<file path="config.mk">
export PLATFORM = sky130hd
export DESIGN_NAME = dual_phase_frame_rx
export DESIGN_NICKNAME = d
export VERILOG_FILES = /design/src/rtl/dpfr_pkg.sv /design/src/rtl/dpfr_seq.sv /design/src/rtl/dpfr_deser.sv /design/src/rtl/dual_phase_frame_rx.sv
export SDC_FILE = /design/constraint.sdc
export NUM_CORES = 1
export LEC_CHECK = 0
export ABC_AREA = 1
export CAP_MARGIN = 20
export CELL_PAD_IN_SITES_DETAIL_PLACEMENT = 0
export CELL_PAD_IN_SITES_GLOBAL_PLACEMENT = 1
export CORE_MARGIN = 4
export CORE_UTILIZATION = 39
export DETAILED_ROUTE_END_ITERATION = 12
export PLACE_DENSITY_LB_ADDON = 0.1
export SLEW_MARGIN = 20
export SYNTH_ARGS = -nofsm -noshare
export SYNTH_HDL_FRONTEND = slang
export SYNTH_HIERARCHICAL = 1
export SYNTH_SLANG_ARGS = --single-unit
</file>
<file path="constraint.sdc">
create_clock -name sclk -period 2.7 [get_ports sclk]
set_input_delay 0.54 -clock sclk [delete_from_list [all_inputs] [get_ports sclk]]
set_output_delay 0.54 -clock sclk [all_outputs]
set_load 0.05 [all_outputs]
</file>
<file path="src/rtl/dpfr_pkg.sv">
package dpfr_pkg;
    localparam int WORD_W   = 32;
    localparam int SLOT_W   = 7;
    localparam int CODE_W   = 3;
    localparam int DLY_W    = 2;
    localparam int BITCNT_W = $clog2(WORD_W) + 1;

    typedef enum logic [1:0] {
        ST_IDLE,
        ST_WAIT,
        ST_DATA,
        ST_DONE
    } rx_state_e;

    typedef struct packed {
        logic              dual;
        logic [CODE_W-1:0] wl0;
        logic [CODE_W-1:0] wl1;
        logic [SLOT_W-1:0] n0;
        logic [SLOT_W-1:0] n1;
    } frame_cfg_t;

    function automatic logic [BITCNT_W-1:0] wlen_bits(input logic [CODE_W-1:0] code);
        case (code)
            3'd0:    return BITCNT_W'(8);
            3'd1:    return BITCNT_W'(12);
            3'd2:    return BITCNT_W'(16);
            3'd3:    return BITCNT_W'(20);
            3'd4:    return BITCNT_W'(24);
            default: return BITCNT_W'(32);
        endcase
    endfunction
endpackage

</file>
<file path="src/rtl/dpfr_seq.sv">
module dpfr_seq
    import dpfr_pkg::*;
(
    input  logic              clk,
    input  logic              clr,
    input  logic              fsync,
    input  frame_cfg_t        cfg_in,
    input  logic [DLY_W-1:0]  dly,
    output logic              take,
    output logic              restart,
    output logic              word_end,
    output logic              cur_phase,
    output logic [SLOT_W-1:0] cur_slot,
    output logic              last_word,
    output logic              sync_err
);
    rx_state_e               state_q;
    frame_cfg_t              cfg_q;
    logic                    phase_q;
    logic [SLOT_W-1:0]       slot_q;
    logic [BITCNT_W-1:0]     bitcnt_q;
    logic                    err_q;

    logic [BITCNT_W-1:0]     cur_len;
    logic [SLOT_W-1:0]       cur_cnt;
    logic                    last_phase;
    logic                    in_frame;

    always_comb begin
        cur_len    = wlen_bits(phase_q ? cfg_q.wl1 : cfg_q.wl0);
        cur_cnt    = phase_q ? cfg_q.n1 : cfg_q.n0;
        last_phase = !cfg_q.dual || phase_q;
        in_frame   = (state_q == ST_WAIT) || (state_q == ST_DATA);
        restart    = fsync;
        take       = fsync ? (dly == '0) : (state_q == ST_DATA);
        word_end   = !fsync && (state_q == ST_DATA) &&
                     (bitcnt_q == BITCNT_W'(cur_len - BITCNT_W'(1)));
        last_word  = word_end && last_phase && (slot_q == cur_cnt);
    end

    assign cur_phase = phase_q;
    assign cur_slot  = slot_q;
    assign sync_err  = err_q;

    always_ff @(negedge clk) begin
        if (clr) begin
            state_q  <= ST_IDLE;
            cfg_q    <= '0;
            phase_q  <= 1'b0;
            slot_q   <= '0;
            bitcnt_q <= '0;
            err_q    <= 1'b0;
        end else if (fsync) begin
            cfg_q    <= cfg_in;
            phase_q  <= 1'b0;
            slot_q   <= '0;
            bitcnt_q <= (dly == '0) ? BITCNT_W'(1) : '0;
            state_q  <= dly[1] ? ST_WAIT : ST_DATA;
            if (in_frame) err_q <= 1'b1;
        end else begin
            case (state_q)
                ST_WAIT: state_q <= ST_DATA;
                ST_DATA: begin
                    if (word_end) begin
                        bitcnt_q <= '0;
                        if (slot_q == cur_cnt) begin
                            if (last_phase) begin
                                state_q <= ST_DONE;
                            end else begin
                                phase_q <= 1'b1;
                                slot_q  <= '0;
                            end
                        end else begin
                            slot_q <= slot_q + SLOT_W'(1);
                        end
                    end else begin
                        bitcnt_q <= bitcnt_q + BITCNT_W'(1);
                    end
                end
                default: ;
            endcase
        end
    end

    // the bit counter never reaches the active word width
    p_bitcnt_in_word_r2: assert property (@(negedge clk) disable iff (clr)
        (state_q == ST_DATA) |-> (bitcnt_q < cur_len));

    // phase 1 is only entered for a two-phase frame
    p_phase1_needs_dual_r1: assert property (@(negedge clk) disable iff (clr)
        phase_q |-> cfg_q.dual);

    // the error flag is sticky
    p_err_sticky_r8: assert property (@(negedge clk) disable iff (clr)
        err_q |=> err_q);

    // a frame sync restarts at phase 0, slot 0
    p_restart_slot0_r8: assert property (@(negedge clk) disable iff (clr)
        fsync |=> (slot_q == '0) && !phase_q);
endmodule

</file>
<file path="src/rtl/dpfr_deser.sv">
module dpfr_deser
    import dpfr_pkg::*;
(
    input  logic              clk,
    input  logic              clr,
    input  logic              sdin,
    input  logic              take,
    input  logic              restart,
    input  logic              word_end,
    input  logic              cur_phase,
    input  logic [SLOT_W-1:0] cur_slot,
    input  logic              last_word,
    output logic [WORD_W-1:0] word_out,
    output logic              word_valid,
    output logic              word_phase,
    output logic [SLOT_W-1:0] word_slot,
    output logic              frame_end
);
    logic [WORD_W-1:0] sh_q;
    logic [WORD_W-1:0] sh_base;
    logic [WORD_W-1:0] sh_next;

    always_comb begin
        sh_base = restart ? '0 : sh_q;
        sh_next = {sh_base[WORD_W-2:0], sdin};
    end

    always_ff @(negedge clk) begin
        if (clr) begin
            sh_q       <= '0;
            word_out   <= '0;
            word_valid <= 1'b0;
            word_phase <= 1'b0;
            word_slot  <= '0;
            frame_end  <= 1'b0;
        end else begin
            word_valid <= 1'b0;
            frame_end  <= 1'b0;
            if (restart) sh_q <= '0;
            if (take) begin
                if (word_end) begin
                    word_out   <= sh_next;
                    word_valid <= 1'b1;
                    word_phase <= cur_phase;
                    word_slot  <= cur_slot;
                    frame_end  <= last_word;
                    sh_q       <= '0;
                end else begin
                    sh_q <= sh_next;
                end
            end
        end
    end

    // end of frame only accompanies a presented word
    p_eof_with_valid_r7: assert property (@(negedge clk) disable iff (clr)
        frame_end |-> word_valid);

    // words are at least 8 bits, so strobes never come back to back
    p_valid_one_cycle_r6: assert property (@(negedge clk) disable iff (clr)
        word_valid |=> !word_valid);
endmodule

</file>
<file path="src/rtl/dual_phase_frame_rx.sv">
module dual_phase_frame_rx
    import dpfr_pkg::*;
(
    input  logic              sclk,
    input  logic              rst,
    input  logic              rx_rst_n,
    input  logic              fsync,
    input  logic              sdin,
    input  logic              cfg_dual,
    input  logic [2:0]        cfg_wlen0,
    input  logic [2:0]        cfg_wlen1,
    input  logic [6:0]        cfg_cnt0,
    input  logic [6:0]        cfg_cnt1,
    input  logic [1:0]        cfg_delay,
    output logic [31:0]       word_out,
    output logic              word_valid,
    output logic              word_phase,
    output logic [6:0]        word_slot,
    output logic              frame_end,
    output logic              sync_err
);
    logic              clr;
    frame_cfg_t        cfg;
    logic              take;
    logic              restart;
    logic              word_end;
    logic              cur_phase;
    logic [SLOT_W-1:0] cur_slot;
    logic              last_word;

    assign clr = rst || !rx_rst_n;
    assign cfg = '{dual: cfg_dual, wl0: cfg_wlen0, wl1: cfg_wlen1,
                   n0: cfg_cnt0, n1: cfg_cnt1};

    dpfr_seq u_seq (
        .clk       (sclk),
        .clr       (clr),
        .fsync     (fsync),
        .cfg_in    (cfg),
        .dly       (cfg_delay),
        .take      (take),
        .restart   (restart),
        .word_end  (word_end),
        .cur_phase (cur_phase),
        .cur_slot  (cur_slot),
        .last_word (last_word),
        .sync_err  (sync_err)
    );

    dpfr_deser u_deser (
        .clk        (sclk),
        .clr        (clr),
        .sdin       (sdin),
        .take       (take),
        .restart    (restart),
        .word_end   (word_end),
        .cur_phase  (cur_phase),
        .cur_slot   (cur_slot),
        .last_word  (last_word),
        .word_out   (word_out),
        .word_valid (word_valid),
        .word_phase (word_phase),
        .word_slot  (word_slot),
        .frame_end  (frame_end)
    );

    // a held receiver presents nothing and reports no error
    p_hold_quiet_r10: assert property (@(negedge sclk) disable iff (rst)
        !rx_rst_n |=> (!word_valid && !sync_err));
endmodule

</file>
---- Word level (Yosys, flattened, before mapping) ----
Index checks and enable logic that the tools add are counted.
cells by class
  add/subtract/negate cells ............... 3
  equality and inequality tests ........... 12
  muxes and demuxes ....................... 20
  bitwise gates (word level) .............. 3
  reduce and logical (&&, ||, !) cells .... 22
operators by type and width
  kind                                                   number
  two-way mux 31 bit                                     3
  one-hot mux 6 bit (5 select lines)                     1
  two-way mux 7 bit                                      3
  two-way mux 6 bit                                      3
  two-way mux 2 bit                                      5
  AND reduction 4 bit                                    2
  adder 7 x 1 -> 7 bit, second input constant            1
  equality test 7 bit                                    1
  adder 6 x 1 -> 6 bit, second input constant            1
  equality test 3 x 2 -> 1 bit, second input constant    2
  equality test 6 bit                                    1
  inequality test 3 x 2 -> 1 bit, second input constant  2
  subtractor 6 x 1 -> 6 bit, second input constant       1
  logical AND 1 bit                                      4
  one-hot mux 2 bit (2 select lines)                     1
  AND reduction 2 bit                                    2
  OR reduction 2 bit                                     2
  equality test 3 x 1 -> 1 bit, second input constant    1
  equality test 3 bit, second input constant             1
  logical NOT 1 bit                                      3
  logical NOT 3 bit                                      1
  logical OR 1 bit                                       3
  two-way mux 1 bit                                      3
  two-way mux 3 bit                                      1
  10 further kinds                                       12
storage, ports and cells
  register bits after elaboration ......... 111
  input port bits ......................... 28
  output and inout port bits .............. 43
  word-level logic and storage cells ...... 76

---- Depth between registers and ports, before layout ----
Gate-level depths: netlist of the first run.
  depth in word-level cells ............... 9
  gate-level depth with buffers ........... 19
  depth with buffers taken out ............ 15

---- Modules after synthesis ----
The synthesis of the first run kept the hierarchy.
modules (own cells, without submodules)
  module               instances  cells each  area each (um^2)  seq. area each (um^2)
  dpfr_deser           1          384         2785.2            1461.4
  dpfr_seq             1          315         2129.5            760.7
  dual_phase_frame_rx  1          2           7.5               0.0

==> impl_results.md, run 1 <==
* Status: finished with violations
* Failing checks: negative setup slack
* Syn nets at 734
* Worst skew pair latency at ~0.42 ns
* Grt total ovfl at 0
* Crit path cell chain: buf_12
* Hold_buf cts at 0
* M1 WL at between 6000 and 7000 um
* Startpoint types: register
* Final setup viols at 55
* Sequential area share after synthesis at 45.1%
* # IOs at 71
* Post-DRT Antenna Nets at 0
* Final hold viol count at 0
* WL final at roughly 13000 um
* Worst Hold Class: reg -> reg
* Total GRT Usage at between 10% and 20%
* # nets final at between 900 and 1k
* Crit Path Category: reg -> out
* Top Metal Used: met4
* Worst vdd ir at about 270 uV
* WP buf/inv at 1
* Fin cells at between 1k and 1.5k
* Total die area at approximately 14000 um2
* Vias per cell at between 4 and 5
* Clock tree buffer depth at 2
* Clk_skew at between 0.015 and 0.02 ns
* Cells after Synth at roughly 700
* Synthesis-to-layout area growth at 59.5%
* H-tree levels at 3
* Starting Density at 40.5%
* TritonCTS clock tree: done
* Routed len/inst at approximately 12 um
* Synth Register Bits at 111
* Synth Area per Inst at roughly 7.0 um2
* # DRC at 0
* PD cells at about 530 nW/um2
* Global placement routability congestion at approximately 0.77
* Sequential Area at about 2300 um2
* Crit Path Max Fanout at 2
* Die height at 120 um
* Unique cell type count in the Yosys netlist at 35
* Worst-Margin Slew at 0.338 ns
* Clock slew at reported path FFs at around 0.04 ns
* Placed cell count at 937
* First-pass GRT wire length at 21900 um
* Largest net degree at the start of global routing at 37
* CTS Root Cell: clkbuf_16
* Antenna violations before repair at 0
* Row count at 40
* CP Capture Type: primary output
* HPWL after DPL at 8420 um
* Iteration-0 DRC Markers at 281
* Clk sink count at about 110
* Num CTS Buffers at 9
* Port Buffers at 70
* Multi-input gate area at between 2000 and 3000 um2
* Slowest cell on the critical path: dfxtp_2
* RSZ-0062 raised after global routing: yes
* Share of layout cells above drive strength 1 at around 29%
* Crit path setup slack, layout at -0.0941 ns
* Ant diodes at 0
* CP max stage delay at between 0.3 and 0.4 ns
* # fillers at between 1k and 1.5k
* Required time of the critical path at between 2 and 2.5 ns
* Core Area at between 10000 and 15000 um2
* Critical path arrival at ~2.3 ns
* WL met2 at between 6000 and 7000 um
* First-pass DRT Iterations at 5
* Routed via count at between 5k and 6k
* Slew margin rel. at around 77%
* Die X at between 100 and 150 um
* Max Cap Viol at 0
* Number of global-route vias before repair at roughly 5.2k
* WHS at approximately 0.45 ns
* Final Max Tran Viols at 0
* Top cell family by delay on the critical path: flip-flops
* Leakage at between 3 and 4 nW
* Met3 WL at between 600 and 700 um
* Mapped cell area at between 4000 and 5000 um2
* Ys Warns at 6
## per-stage QoR
step	instance area (um2)	setup WS, ns	total power [W]	TNS [ns]	utilization, %
finish	7850	-0.0941	0.00413	-3.55	64.6
global route	7850	-0.139	0.00445	-7.89	64.6
CTS	7480	-0.109	0.00422	-5.19	61.5
detailed placement	6450	-0.761	0.00221	-62.49	53.0
global placement	6450	-0.684	0.00220	-59.01	53.0
floorplan	4950	-0.405	0.00209	-24.93	-
## timing repair
item / CTS / global route
setup endpoints to repair: 116 / 134
gates cloned: 6 / 1
buffers inserted: 5 / 9
gates resized for setup: 78 / 93
pin swaps: 10 / 20
## sequential cells by signal, indices dropped and copies added (netlist names)
name,cells
u_deser/word_out,32
u_deser/word_phase,1
u_seq/cfg_q,21
u_seq/bitcnt_q,6
u_seq/sync_err,1
u_deser/word_valid,1
u_deser/word_slot,7
u_deser/frame_end,1
u_seq/cur_phase,1
u_seq/state_q,2
u_seq/cur_slot,7
u_deser/sh_q,31
## per-layer routing
layer  vias to the layer above  global-route usage [%]
li1                       2629                       -
met1                      2348                    22.2
met2                       108                    27.7
met3                        14                    6.83
met4                         0                    10.3
met5                         -                       0
## path summary, 6_finish.rpt
check | from | to | slack (ns) | cells past startpoint
hold reg to reg | u_seq/cfg_q[18] | u_seq/cfg_q[18] | 0.45 | 2
setup reg to reg | u_seq/cur_phase | u_deser/sh_q[8] | 0.28 | 16
setup / recovery | u_deser/word_out[27] | word_out[27] | -0.09 | 1
hold / removal | u_seq/cfg_q[18] | u_seq/cfg_q[18] | 0.45 | 2
## cells in the mapped netlist
library cell,number,area [um2]
o21ai_1,1,5.00
inv_6,1,8.76
nand2_1,174,653
inv_1,70,263
o21bai_1,2,15.0
nor3_1,1,5.00
buf_1,6,22.5
dfxtp_1,111,2220
a21oi_2,2,17.5
o21ai_2,1,8.76
or2_1,1,6.26
nor3b_1,1,7.51
a21oi_1,86,430
nor2_2,4,25.0
buf_6,4,45.0
nand2_4,2,22.5
nand2_2,9,56.3
nor2_1,87,327
nand4_1,1,6.26
clkbuf_1,19,71.3
o21ai_0,34,170
nand3b_1,4,30.0
buf_12,1,20.0
nor4_1,1,6.26
buf_2,7,35.0
inv_2,2,7.51
a31oi_1,1,6.26
clkinv_4,1,8.76
xor2_1,8,70.1
o211ai_1,1,7.51
buf_4,2,15.0
nor2_4,1,11.3
xnor2_1,1,8.76
nand3_1,49,245
ha_1,5,62.6
## cell families (layout without fill, tap and decap cells)
kind of cell / Yosys count / count (layout) / synth area share (%)
AOI/OAI and AO/OA: 128 / 128 / 13.4
xor gates and xnor gates: 9 / 9 / 1.60
adders and majority gates: 5 / 5 / 1.27
buffers and inverters: 113 / 325 / 10.1
DFF: 111 / 111 / 45.1
and+or+nand+nor: 335 / 335 / 28.5
## worst reg2reg max path: stages, from the launching register on
cell,delay [ns]
dfxtp_2,0.43
inv_6,0.10
nand2_1,0.09
o21ai_2,0.07
o21ai_0,0.18
ha_1,0.19
xor2_1,0.19
inv_1,0.06
nand2_1,0.06
nand2_1,0.07
nand2_4,0.10
clkinv_4,0.08
buf_4,0.15
nor2_4,0.23
buf_6,0.18
nand2_1,0.06
a21oi_1,0.13
## power breakdown
group | leakage, nW | total [W] | switching [W] | internal (W)
combinational | 1.73 | 0.000294 | 0.000168 | 0.000126
clock | 0.760 | 0.00216 | 0.00103 | 0.00113
sequential | 0.920 | 0.00167 | 0.00000886 | 0.00167
## cells in the final DEF, fill, tap and decap left out, types with 8 or more instances in the layout
master / instances
inv_1: 173
nand2_1: 156
nor2_1: 83
dfxtp_1: 67
buf_12: 54
a21oi_1: 49
nand3_1: 48
dfxtp_2: 42
a21oi_2: 39
buf_4: 37
o21ai_0: 25
clkdlybuf4s50_1: 23
nand2_2: 15
nand2_4: 13
o21ai_2: 10
clkbuf_16: 9
xor2_1: 8
## layout make-up
type,instances,area share (%)
clock buffer,9,2.87
clock inverter,117,6.76
multi-input combinational,477,32.4
tap,168,2.68
timing repair inverter,1,0.0956
sequential,111,29.1
timing repair buffer,126,22.3
inverter,72,3.84
Note: power is estimated with default switching activity, not from simulation.
==> run 2, diff against run 1 <==
--- a/config.mk
+++ b/config.mk
@@ -10,8 +10,9 @@
 export CELL_PAD_IN_SITES_DETAIL_PLACEMENT = 0
 export CELL_PAD_IN_SITES_GLOBAL_PLACEMENT = 1
 export CORE_MARGIN = 4
-export CORE_UTILIZATION = 39
+export CORE_UTILIZATION = 42
 export DETAILED_ROUTE_END_ITERATION = 12
+export GPL_TIMING_DRIVEN = 0
 export PLACE_DENSITY_LB_ADDON = 0.1
 export SLEW_MARGIN = 20
 export SYNTH_ARGS = -nofsm -noshare
==> constraint.sdc (replaced) <==
create_clock -name sclk -period 3.5 [get_ports sclk]
set_input_delay 0.7 -clock sclk [delete_from_list [all_inputs] [get_ports sclk]]
set_output_delay 0.7 -clock sclk [all_outputs]
set_load 0.05 [all_outputs]
==> run 2 against run 1 <==
The run now ends clean. Global-route usage is 0.78 points higher. Cell count is 2.3% lower. Die area down 6.7%. Clock power is 24% lower. Count of clock-buffer cells in the layout is the same. Total power is 24% lower. Final area is 15% lower. Setup slack improved by 0.13 ns. Flip-flop and latch count unchanged. Largest cell class unchanged. Highest routed layer unchanged.
==> impl_results.md, run 2 (synthesis gave the netlist of run 1 again) <==
* Int Pwr at 0.00222 W (-24%)
* Row count at 39 (-2.5%)
* Leakage at 3.03 nW (-11%)
* Clk_skew at 0.0247 ns (+0.00715 ns)
* Startpoint types: register
* # IOs at 71 (unchanged)
* Power share of the clock group at 52.4% (about the same)
* Core Area at 11500 um2 (-5.7%)
* RSZ-0062 raised after global routing: yes
* Critical path arrival at 2.76 ns (+0.51 ns)
* First-pass DRT Iterations at 5 (unchanged)
* Commonest non-fill, non-tap cells in the layout: 179 x inv_1, 170 x nand2_1, 111 x dfxtp_1, 84 x nor2_1, 74 x a21oi_1
* Worst skew pair latency at 0.42 ns (about the same)
* Starting Density at 42.9% (+2.5 points)
* CP max stage delay at 0.33 ns (-0.02 ns)
* WL final at 13100 um (-0.74%)
* CTS Root Cell: clkbuf_16
* Switching Share at 28.9% (-0.38 points)
* Routed via count at 5143 (+0.86%)
* Antenna violations before repair at 0 (unchanged)
* Max Cap Viol at 0 (unchanged)
* Net switching power at 0.000905 W (-25%)
* Worst-Margin Slew at 0.500 ns (+0.162 ns)
* # fillers at 1144 (+6.4%)
* Total GRT Usage at 19.0% (+0.78 points)
* CP Capture Type: primary output
* Commonest non-fill, non-tap cell in the layout: inv_1
* Die height at 116 um (-3.4%)
* HPWL after DPL at 8880 um (+5.4%)
* Clock tree buffer depth at 2 (unchanged)
* Worst Hold Class: reg -> reg
* Number of global-route vias before repair at 4923 (-5.3%)
* Top cell family by delay on the critical path: flip-flops
* Multi-input gate area at 2300 um2 (-9.5%)
* Ant diodes at 0 (unchanged)
* Seq pwr share at 41.3% (+0.7 points)
* Total die area at 13500 um2 (-6.7%)
* Grt total ovfl at 0 (unchanged)
* Slew margin rel. at 66.7% (-11 points)
* Port Buffers at 69 (-1.4%)
* Num CTS Buffers at 9 (unchanged)
* Vias per cell at 4.87 (+3.3%)
* # nets final at 942 (unchanged)
* Largest regs: u_deser/word_out x32, u_deser/sh_q x31, u_seq/cfg_q x21
* Top reg by flops: u_deser/word_out
* Iteration-0 DRC Markers at 284 (+1.1%)
* Required time of the critical path at 2.80 ns (+0.64 ns)
* Sequential Area at 2220 um2 (-2.6%)
* Final instance area at 6700 um2 (-15%)
* Fin cells at 1056 (-2.3%)
* Combinational share of power at 6.3% (-0.8 points)
* Tot Pwr at 0.00313 W (-24%)
* Placed cell count at 913 (-2.6%)
* Largest net degree at the start of global routing at 17 (-54%)
* Cell Area, Placed at 5820 um2 (-9.8%)
* Crit path cell chain: buf_2
* WHS at 0.453 ns (+0.00333 ns)
* Global placement routability congestion at 0.792 (+2.5%)
* First-pass GRT wire length at 20900 um (-4.8%)
* Post-DRT Antenna Nets at 0 (unchanged)
* Die X at 116 um (-3.4%)
* Clock slew at reported path FFs at 0.03 ns (about the same)
* PD cells at 467 nW/um2 (-11%)
* Max reg flops at 32 (unchanged)
* Synthesis-to-layout area growth at 36.1%
* Status: completed
* Slowest cell on the critical path: dfxtp_1
* WP buf/inv at 1 (unchanged)
* Crit Path Max Fanout at 2 (unchanged)
* Hold_buf cts at 0 (unchanged)
* # DRC at 0 (unchanged)
* Final Max Tran Viols at 0 (unchanged)
* TritonCTS clock tree: done
* Final hold viol count at 0 (unchanged)
* H-tree levels at 3 (unchanged)
* Clk sink count at 111 (unchanged)
* Fin Setup TNS at 0 ns (+3.55 ns)
* Routed len/inst at 12.4 um (+1.6%)
* Share of layout cells above drive strength 1 at 16.2% (-12 points)
* Crit Path Category: reg -> out
* Worst vdd ir at 243 uV (-11%)
* Final setup viols at 0 (-100%)
run 2: cell count changes in the layout (fill, tap and decap cells not counted), moves of 20 or more:
cell and change:
a21oi_1 +25, buf_4 -20, dfxtp_1 +44, buf_2 +38, a21oi_2 -25, dfxtp_2 -42, buf_12 -52
run 2: per-stage QoR:
| step | utilization, % | setup WS [ns] |
|---|---|---|
| after CTS | 56.3 | 0.00671 |
| after global placement | 50.7 | -0.684 |
| after global routing | 58.4 | -0.00871 |
| final | 58.4 | 0.0363 |
| after detailed placement | 50.7 | -0.718 |
| after floorplan | - | -0.171 |
run 2: timing repair:
action	in CTS	in global routing
gates resized for setup	245	42
setup endpoints to repair	123	75
hold endpoints to repair	0	0
buffers inserted	4	11
pin swaps	4	10
gates cloned	1	3
run 2: path summary, 6_finish.rpt:
| path | start | to | slack [ns] | cells after the start |
|---|---|---|---|---|
| max | u_deser/word_out[15] | word_out[15] | 0.04 | 1 |
| min | u_seq/cfg_q[18] | u_seq/cfg_q[18] | 0.45 | 2 |
| max reg2reg | u_seq/cur_phase | u_deser/sh_q[21] | 0.93 | 18 |
| min reg2reg | u_seq/cfg_q[18] | u_seq/cfg_q[18] | 0.45 | 2 |
run 2: cell type report:
type / count / area share, %
multi-input combinational: 477 / 34.3
sequential: 111 / 33.2
timing repair buffer: 88 / 10.2
clock inverter: 117 / 7.83
inverter: 72 / 4.37
buffer: 39 / 4.11
clock buffer: 9 / 3.36
tap: 143 / 2.67
run 2: power by group through the flow:
stage | registers (W) | logic (W) | clock network [W]
3_5_place_dp | 0.00131 | 0.000173 | 0.000196
4_1_cts | 0.00129 | 0.000183 | 0.00171
3_3_place_gp | 0.00131 | 0.000170 | 0.000196
5_1_grt | 0.00129 | 0.000213 | 0.00185
6_report | 0.00129 | 0.000196 | 0.00164
2_1_floorplan | 0.00131 | 0.000108 | 0.000196
run 2: per-layer routing:
metal / global-route usage, % / vias to the layer above / wire length (um)
met5: 0 / - / 0
met4: 9.51 / 0 / 139
met3: 6.94 / 11 / 691
met2: 34.7 / 120 / 6940
met1: 18.9 / 2385 / 5350
li1: - / 2627 / -
